<file path="config.mk">
export PLATFORM = sky130hd
export DESIGN_NAME = dma_chan_regs
export DESIGN_NICKNAME = d
export VERILOG_FILES = /design/src/rtl/dma_chan_regs_pkg.sv /design/src/rtl/dma_reg_decode.sv /design/src/rtl/dma_chan_slice.sv /design/src/rtl/dma_chan_regs.sv
export SDC_FILE = /design/constraint.sdc
export NUM_CORES = 1
export LEC_CHECK = 0
export BUFFER_PORTS_ARGS = -buffer_cell sky130_fd_sc_hd__buf_2
export CORE_ASPECT_RATIO = 0.9
export CORE_UTILIZATION = 44
export CTS_CLUSTER_SIZE = 28
export DETAILED_ROUTE_END_ITERATION = 10
export HOLD_SLACK_MARGIN = 0.02
export PLACE_DENSITY_LB_ADDON = 0.05
export SLEW_MARGIN = 15
export SYNTH_ARGS = -nofsm -noshare
export SYNTH_HDL_FRONTEND = slang
export SYNTH_HIERARCHICAL = 1
export SYNTH_SLANG_ARGS = --single-unit
</file>
<file path="constraint.sdc">
create_clock -name clk_i -period 3.4 [get_ports clk_i]
set_input_delay 0.51 -clock clk_i [delete_from_list [all_inputs] [get_ports clk_i]]
set_output_delay 0.51 -clock clk_i [all_outputs]
set_load 0.01 [all_outputs]
</file>
<file path="src/rtl/dma_chan_regs_pkg.sv">
package dma_chan_regs_pkg;

  localparam int unsigned DATA_W = 32;
  localparam int unsigned HALF_W = 16;
  localparam int unsigned ADDR_W = 6;

  // register select, addr[5:4]
  localparam logic [1:0] SEL_CTRL = 2'd0;
  localparam logic [1:0] SEL_IRQ  = 2'd1;
  localparam logic [1:0] SEL_ERR  = 2'd2;

  // alias select, addr[3:2]
  localparam logic [1:0] ALIAS_WR  = 2'd0;
  localparam logic [1:0] ALIAS_SET = 2'd1;
  localparam logic [1:0] ALIAS_CLR = 2'd2;

  typedef enum logic [1:0] {
    OP_NONE  = 2'd0,
    OP_WRITE = 2'd1,
    OP_SET   = 2'd2,
    OP_CLEAR = 2'd3
  } wr_op_e;

  function automatic logic apply_op(wr_op_e op, logic cur, logic wbit);
    logic res;
    unique case (op)
      OP_WRITE: res = wbit;
      OP_SET:   res = cur | wbit;
      OP_CLEAR: res = cur & ~wbit;
      default:  res = cur;
    endcase
    return res;
  endfunction

endpackage

</file>
<file path="src/rtl/dma_reg_decode.sv">
module dma_reg_decode
  import dma_chan_regs_pkg::*;
(
  input  logic              req_i,
  input  logic              we_i,
  input  logic [ADDR_W-1:0] addr_i,
  output wr_op_e            ctrl_op_o,
  output wr_op_e            irq_op_o,
  output wr_op_e            err_op_o,
  output logic [1:0]        rd_sel_o,
  output logic              rd_hit_o
);

  logic [1:0] sel;
  logic [1:0] alias_sel;
  wr_op_e     op;
  logic       wr;

  assign sel       = addr_i[5:4];
  assign alias_sel = addr_i[3:2];
  assign wr        = req_i & we_i;

  always_comb begin
    unique case (alias_sel)
      ALIAS_WR:  op = OP_WRITE;
      ALIAS_SET: op = OP_SET;
      ALIAS_CLR: op = OP_CLEAR;
      default:   op = OP_NONE;
    endcase
  end

  assign ctrl_op_o = (wr && sel == SEL_CTRL) ? op : OP_NONE;
  assign irq_op_o  = (wr && sel == SEL_IRQ)  ? op : OP_NONE;
  assign err_op_o  = (wr && sel == SEL_ERR)  ? op : OP_NONE;

  assign rd_sel_o = sel;
  assign rd_hit_o = (alias_sel != 2'd3) && (sel != 2'd3);

endmodule

</file>
<file path="src/rtl/dma_chan_slice.sv">
module dma_chan_slice
  import dma_chan_regs_pkg::*;
(
  input  logic   clk_i,
  input  logic   rst_ni,
  input  wr_op_e ctrl_op_i,
  input  wr_op_e irq_op_i,
  input  wr_op_e err_op_i,
  input  logic   w_lo_i,
  input  logic   w_hi_i,
  input  logic   done_evt_i,
  input  logic   term_evt_i,
  input  logic   buserr_evt_i,
  input  logic   rst_ack_i,
  output logic   freeze_o,
  output logic   rst_req_o,
  output logic   done_o,
  output logic   en_o,
  output logic   err_o,
  output logic   bus_o,
  output logic   irq_o
);

  logic freeze_q, rst_q, done_q, en_q, err_q, bus_q;
  logic freeze_d, rst_d, done_d, en_d, err_d, bus_d;
  logic rst_set, term_eff;

  // reset request only set by plain/set writes; clear alias has no effect
  assign rst_set  = w_hi_i && (ctrl_op_i == OP_WRITE || ctrl_op_i == OP_SET);
  // termination coinciding with completion is a normal end
  assign term_eff = term_evt_i & ~done_evt_i;

  always_comb begin
    freeze_d = apply_op(ctrl_op_i, freeze_q, w_lo_i);
    rst_d    = rst_set | (rst_q & ~rst_ack_i);
    done_d   = done_evt_i | apply_op(irq_op_i, done_q, w_lo_i);
    en_d     = apply_op(irq_op_i, en_q, w_hi_i);
    err_d    = buserr_evt_i | term_eff | apply_op(err_op_i, err_q, w_lo_i);
    bus_d    = buserr_evt_i | apply_op(err_op_i, bus_q, w_hi_i);
  end

  always_ff @(posedge clk_i or negedge rst_ni) begin
    if (!rst_ni) begin
      freeze_q <= 1'b0;
      rst_q    <= 1'b0;
      done_q   <= 1'b0;
      en_q     <= 1'b0;
      err_q    <= 1'b0;
      bus_q    <= 1'b0;
    end else begin
      freeze_q <= freeze_d;
      rst_q    <= rst_d;
      done_q   <= done_d;
      en_q     <= en_d;
      err_q    <= err_d;
      bus_q    <= bus_d;
    end
  end

  assign freeze_o  = freeze_q;
  assign rst_req_o = rst_q;
  assign done_o    = done_q;
  assign en_o      = en_q;
  assign err_o     = err_q;
  assign bus_o     = bus_q;
  assign irq_o     = (done_q & en_q) | err_q;

endmodule

</file>
<file path="src/rtl/dma_chan_regs.sv">
module dma_chan_regs
  import dma_chan_regs_pkg::*;
#(
  parameter int unsigned NUM_CH = 16
) (
  input  logic              clk_i,
  input  logic              rst_ni,
  input  logic              req_i,
  input  logic              we_i,
  input  logic [ADDR_W-1:0] addr_i,
  input  logic [DATA_W-1:0] wdata_i,
  output logic [DATA_W-1:0] rdata_o,
  input  logic [NUM_CH-1:0] done_evt_i,
  input  logic [NUM_CH-1:0] term_evt_i,
  input  logic [NUM_CH-1:0] buserr_evt_i,
  input  logic [NUM_CH-1:0] rst_ack_i,
  output logic [NUM_CH-1:0] freeze_o,
  output logic [NUM_CH-1:0] chan_rst_o,
  output logic [NUM_CH-1:0] irq_o
);

  wr_op_e      ctrl_op, irq_op, err_op;
  logic [1:0]  rd_sel;
  logic        rd_hit;
  logic [NUM_CH-1:0] done_q, en_q, err_q, bus_q;
  logic [DATA_W-1:0] ctrl_val, irq_val, err_val;

  dma_reg_decode u_decode (
    .req_i     (req_i),
    .we_i      (we_i),
    .addr_i    (addr_i),
    .ctrl_op_o (ctrl_op),
    .irq_op_o  (irq_op),
    .err_op_o  (err_op),
    .rd_sel_o  (rd_sel),
    .rd_hit_o  (rd_hit)
  );

  for (genvar n = 0; n < NUM_CH; n++) begin : g_ch
    dma_chan_slice u_slice (
      .clk_i        (clk_i),
      .rst_ni       (rst_ni),
      .ctrl_op_i    (ctrl_op),
      .irq_op_i     (irq_op),
      .err_op_i     (err_op),
      .w_lo_i       (wdata_i[n]),
      .w_hi_i       (wdata_i[HALF_W+n]),
      .done_evt_i   (done_evt_i[n]),
      .term_evt_i   (term_evt_i[n]),
      .buserr_evt_i (buserr_evt_i[n]),
      .rst_ack_i    (rst_ack_i[n]),
      .freeze_o     (freeze_o[n]),
      .rst_req_o    (chan_rst_o[n]),
      .done_o       (done_q[n]),
      .en_o         (en_q[n]),
      .err_o        (err_q[n]),
      .bus_o        (bus_q[n]),
      .irq_o        (irq_o[n])
    );
  end

  always_comb begin
    ctrl_val = '0;
    irq_val  = '0;
    err_val  = '0;
    for (int n = 0; n < NUM_CH; n++) begin
      ctrl_val[n]        = freeze_o[n];
      ctrl_val[HALF_W+n] = chan_rst_o[n];
      irq_val[n]         = done_q[n];
      irq_val[HALF_W+n]  = en_q[n];
      err_val[n]         = err_q[n];
      err_val[HALF_W+n]  = bus_q[n];
    end
  end

  always_comb begin
    rdata_o = '0;
    if (rd_hit) begin
      unique case (rd_sel)
        SEL_CTRL: rdata_o = ctrl_val;
        SEL_IRQ:  rdata_o = irq_val;
        SEL_ERR:  rdata_o = err_val;
        default:  rdata_o = '0;
      endcase
    end
  end

endmodule

</file>
* Word-level counts from Yosys, hierarchy flattened *
Cells that the tools add are included.

cells by class
  equality and inequality tests = 15
  muxes and demuxes = 86
  bitwise gates (word level) = 369
  reductions and logical operators = 25

operators with widths
  kind                number
  $pmux 1 s3          80
  $or 1x1->1          176
  $and 1x1->1         129
  $pmux 32 s3         1
  $not 1->1           64
  $mux 32             1
  $logic_and 1x1->1   20
  $eq 2x2->1 const B  8
  $eq 2x1->1 const B  5
  $mux 2              3
  $pmux 2 s3          1
  $reduce_bool 3->1   2
  $logic_not 2->1     2
  $ne 2x2->1 const B  2
  $logic_or 1x1->1    1

storage, ports and cells
  register bits = 96
  input bits = 106
  output and inout bits = 80
  logic and storage cells = 591

* Depth between registers and ports, before layout *
  word-level depth = 7
  depth in mapped cells = 8
  gate-level depth less buffers = 8

* Modules after synthesis *
Netlist, hierarchy kept.

modules (own cells, without submodules)
  module          instances  cells an instance  area an instance (sq um)  seq. area each (sq um)
  dma_chan_slice  16         38                 360.3                     150.1
  dma_chan_regs   1          145                1056.0                    0.0
  dma_reg_decode  1          18                 115.1                     0.0

* Least setup slack after synthesis *
Ideal clock, no wire load.

  kind = in2reg
  start point = input addr_i[2]
  end point = register g_ch[0].u_slice.en_q
  setup time = 0.303 ns
  arrival = 4.272 ns
  data required time = 3.097 ns
  slack = -1.175 ns
  cell stages on the path = 7
  buffers on the path = 0
  cell sequence = inv_1 -> ha_1 -> o211ai_1 -> nor2_1 -> nor2b_1 -> a211oi_1 -> a311oi_1

on the way
  cells in the longest elaborated chain, start to end = 5
  elaborated cells on any way between the ends = 10
  classes of those cells = eq/ne: 5; mux: 3; reduce/logical: 2

RTL lines
  what                                                    line                     source
  start, declared                                         dma_chan_regs.sv:10      input logic [ADDR_W-1:0] addr_i,
  $eq 2x2->1, or another cell as far along                dma_reg_decode.sv:24     unique case (alias_sel)
  $pmux 2 s3 (*)                                          dma_reg_decode.sv:24
  $mux 2 (*)                                              dma_reg_decode.sv:33     assign irq_op_o = (wr && sel == SEL_IRQ) ? op : OP_NONE;
  net irq_op[0]                                           dma_chan_regs.sv:22      wr_op_e ctrl_op, irq_op, err_op;
  $eq 2x2->1 / $eq 2x1->1 (equally long branches)         dma_chan_regs_pkg.sv:26  unique case (op)
  $pmux 1 s3 / $reduce_bool 3->1 (equally long branches)  -
  end signal, assigned                                    dma_chan_slice.sv:54     en_q <= en_d;
  end, declared                                           dma_chan_slice.sv:24     logic freeze_q, rst_q, done_q, en_q, err_q, bus_q;

The timed path passes the listed nets; every way through them passes the cells marked *.
A chain may end at the register's enable or synchronous reset.

* Final worst setup path *
  start point = input addr_i[5]
  end point = output rdata_o[29]

on the way
  cells in the longest elaborated chain, start to end = 3
  elaborated cells on any way between the ends = 7
  classes of those cells = eq/ne: 3; mux: 2; reduce/logical: 2

RTL lines
  what                                                     line                                       source
  $eq 2x2->1, or another cell as far along                 dma_chan_regs.sv:79                        unique case (rd_sel)
  $pmux 32 s3 / $logic_and 1x1->1 (equally long branches)  dma_chan_regs.sv:79, dma_reg_decode.sv:37
  $mux 32 (*)                                              dma_chan_regs.sv:78                        if (rd_hit) begin
  end, declared                                            dma_chan_regs.sv:12                        output logic [DATA_W-1:0] rdata_o,

Mark *: on every way between the ends. The rest lies on a longest branch, timed or not.

==> implementation parameters <==
Parameter                              Value

Global route
  Antenna violations before repair    1
  Wire length of the first global-routing pass    ~31000 microns
  Global-route congestion overflow total    0
  Number of global-route vias before repair    around 6200
  Overall fraction of global-route tracks in use    24.43%
  Maximum number of pins on one net before global-route repair    61

STA
  Measured slew at the worst slew-check pin    0.9849 ns
  Max Clock Freq    0.3763 GHz
  Total negative slack for setup checks    0 ns
  Final-report setup violation count    0
  Final slew viol count    0
  Fin. Hold Viols    0
  Fin worst setup slack    between 0.7 and 0.8 ns
  Share of the clock period used by the worst path after layout    78.16%
  Normalized max-slew margin    between 30% and 40%
  Final worst clock skew    0 ns
  Unrepaired setup endpoints after global routing    false
  Min cycle time layout    2.658 ns

Worst setup path
  Worst path max stage delay    just under 0.5 ns
  Worst r2r src    g_ch[8].u_slice/en_o
  Path depth of the worst reg2reg path    3
  Endpoint arrival time on the critical path    ~2.2 ns
  Data required time of the worst path    slightly below 3 ns
  Critical path peak fanout    42
  Crit-path cells    buf_4 > buf_4 > mux2i_1 > o21ai_1 > and2_1 > buf_2
  Kind of cell adding the most delay to the critical path    buffers and inverters
  Kind of start point of the critical path    input port
  Cell type with the highest occurrence count on the critical path    buf_4
  Slowest stage cell, crit path    buf_4
  CP Capture Type    output pin
  Number of buffers and inverters on the critical path    3
  Type of the worst setup path    input port to output pin
  FF-to-FF End    g_ch[8].u_slice/en_o
  Register-to-Register Setup Slack    roughly 2.3 ns

Clocking
  Setup bufs post-CTS    0
  Clock buffers created by TritonCTS    9
  Clock-pin transition on the worst setup and hold timing paths    ~0.070 ns
  Buffer levels on the longest clock path    2
  CTS hold repair buffers    0
  Number of sinks driven by the clock tree    between 90 and 100
  CTS tree    built
  Clock root buffer    clkbuf_16
  Max H-tree Level    3
  Quantity of gates resized following cts    0
  Clock latency reported for the late side of the worst-skew pair    about 0.35 ns

Routing
  DR vias    ~6600
  1st-pass router iterations    5
  Residual antenna-violating net count after detailed routing    0
  Number of design-rule violations left by the first detailed-router iteration    between 200 and 300
  Average vias per placed instance    5.630
  Remaining DRCs    0
  Post-detailed-routing wire length    19470 microns
  Routed length per instance    approximately 17 microns

Synthesis
  Ys async rst share    100.0%
  Synth Instances    771
  Mean cell area of the mapped netlist    roughly 9.0 sq um
  Number of enable-type register cells in the synthesized netlist    0
  Number of distinct library cell variants in the gate-level netlist after synthesis    29
  Part of the Yosys area used for sequential elements    34.63%
  Synth Cell Area    approximately 6900 sq um
  Primary FF master, synth    dfrtp_1
  FF+latch count, synth    96
  Syn Nets    approximately 930
  Yosys warns    6

Power and ir drop
  Power density over the cells    roughly 350 nW/um^2
  Max VDD drop    between 0.2 and 0.3 mV
  Leakage power total    around 3.7 nW

Place
  Number of I/O port buffers    about 180
  Dpl cell area    8144 sq um
  Weighted congestion at the end of routability-driven global placement    0.7930
  Detailed placer's ending HPWL    about 13000 microns
  Dpl ws    0.4065 ns

Final layout
  Antenna cell count    0
  Final core utilization    a little over half
  Final #Nets    1114
  Area of the multi-input gates    approximately 4200 sq um
  Fraction of layout instances using a drive strength above 1    ~24%
  FILL cells    between 1500 and 2000
  Leading cell type in the layout, fill and taps excluded    buf_2
  Commonest non-fill, non-tap cells in the layout    181 x buf_2, 96 x dfrtp_1, 66 x inv_1
  Final cell area excluding filler cells    around 8400 sq um
  FF+latch area    between 2000 and 2500 sq um
  Synth-to-layout area growth    21.74%

Die
  Starting density of the core    a little under half
  Die boundary height    approximately 120 microns
  Number of I/O pins    roughly 190
  Core area    15390 sq um
  Number of cell rows    43
  Total Die Area    approximately 16000 sq um
  Chip Width    134.4 microns

Flow run
  Max cap viols    0

Worst hold path
  Hold Path Class    input port to async pin

Status
  Outcome    complete, no violations
==> cell type report <==
cell class              instances  area share [%]
multi-input cells             590           49.74
repair buffers                194           12.33
clock buffers                  13           3.082
inverters                      66           2.934
flip-flops and latches         96           28.45
well taps                     202           2.993
clock inverters                 3          0.4741
==> state kept, by name, summed over array words and instances (netlist names) <==
signal,count
g_ch.u_slice/bus_o,16
g_ch.u_slice/done_o,16
g_ch.u_slice/en_o,16
g_ch.u_slice/err_o,16
g_ch.u_slice/freeze_o,16
g_ch.u_slice/rst_req_o,16
==> synth_stat cells (3+ instances only) <==
cell | count | area (sq um)
a211oi_1 | 16 | 120.1
a21o_1 | 16 | 120.1
a21oi_1 | 65 | 325.3
a311oi_1 | 16 | 140.1
and2_1 | 32 | 200.2
buf_12 | 3 | 60.06
buf_2 | 9 | 45.04
buf_4 | 3 | 22.52
clkbuf_1 | 3 | 11.26
dfrtp_1 | 96 | 2402
ha_1 | 51 | 638.1
inv_1 | 66 | 247.7
mux2i_1 | 32 | 320.3
nand2_1 | 16 | 60.06
nand2b_1 | 34 | 212.7
nand3_1 | 49 | 245.2
nand3b_1 | 32 | 240.2
nor2_1 | 20 | 75.07
nor2b_1 | 16 | 100.1
nor2b_2 | 16 | 140.1
o21ai_0 | 20 | 100.1
o21ai_1 | 60 | 300.3
o21bai_1 | 16 | 120.1
o31ai_1 | 48 | 360.4
o32a_1 | 16 | 160.2
xor2_1 | 16 | 140.1
==> kinds of logic after synthesis <==
group / count (synthesis) / synth area share, %
AO/OA/AOI/OAI: 274 / 25.29
multiplexers: 32 / 4.618
AND/OR/NAND/NOR: 217 / 18.51
flip-flops: 96 / 34.63
buffers and inverters: 85 / 5.736
XOR/XNOR: 16 / 2.020
adder cells (fa/ha/maj): 51 / 9.199
==> metal layers <==
metal	global-route usage, %	wire (microns)	vias up
met5	0	0	-
met3	4.804	1105	28
met2	41.71	9262	200
met4	7.233	299	0
met1	31.20	8799	3163
li1	-	-	3162
==> report_power, final <==
part           leakage (nW)  switching [mW]  internal (mW)
sequential             1.06          0.0823           1.23
combinational          2.51           0.340          0.280
clock                 0.150           0.453          0.610
total                  3.72           0.875           2.12
==> per-stage QoR <==
step                hold slack, ns  total power [mW]  instances
detailed placement          0.5312             1.957       1148
CTS                         0.2169             3.034       1164
global route                0.2500             3.141       1164
finish                      0.2037             2.994       1164
floorplan                   0.2144             1.652        771
global placement            0.5159             1.936       1148
==> worst max path at each step <==
stage,from,end,cells past startpoint
after floorplan,addr_i[2],g_ch[0].u_slice/en_o,7
after global placement,addr_i[2],g_ch[5].u_slice/done_o,9
after detailed placement,addr_i[2],g_ch[8].u_slice/en_o,8
after CTS,addr_i[5],rdata_o[29],6
after global routing,addr_i[2],g_ch[8].u_slice/en_o,8
final,addr_i[5],rdata_o[29],6
No activity file was read; power rests on OpenSTA's default activity.
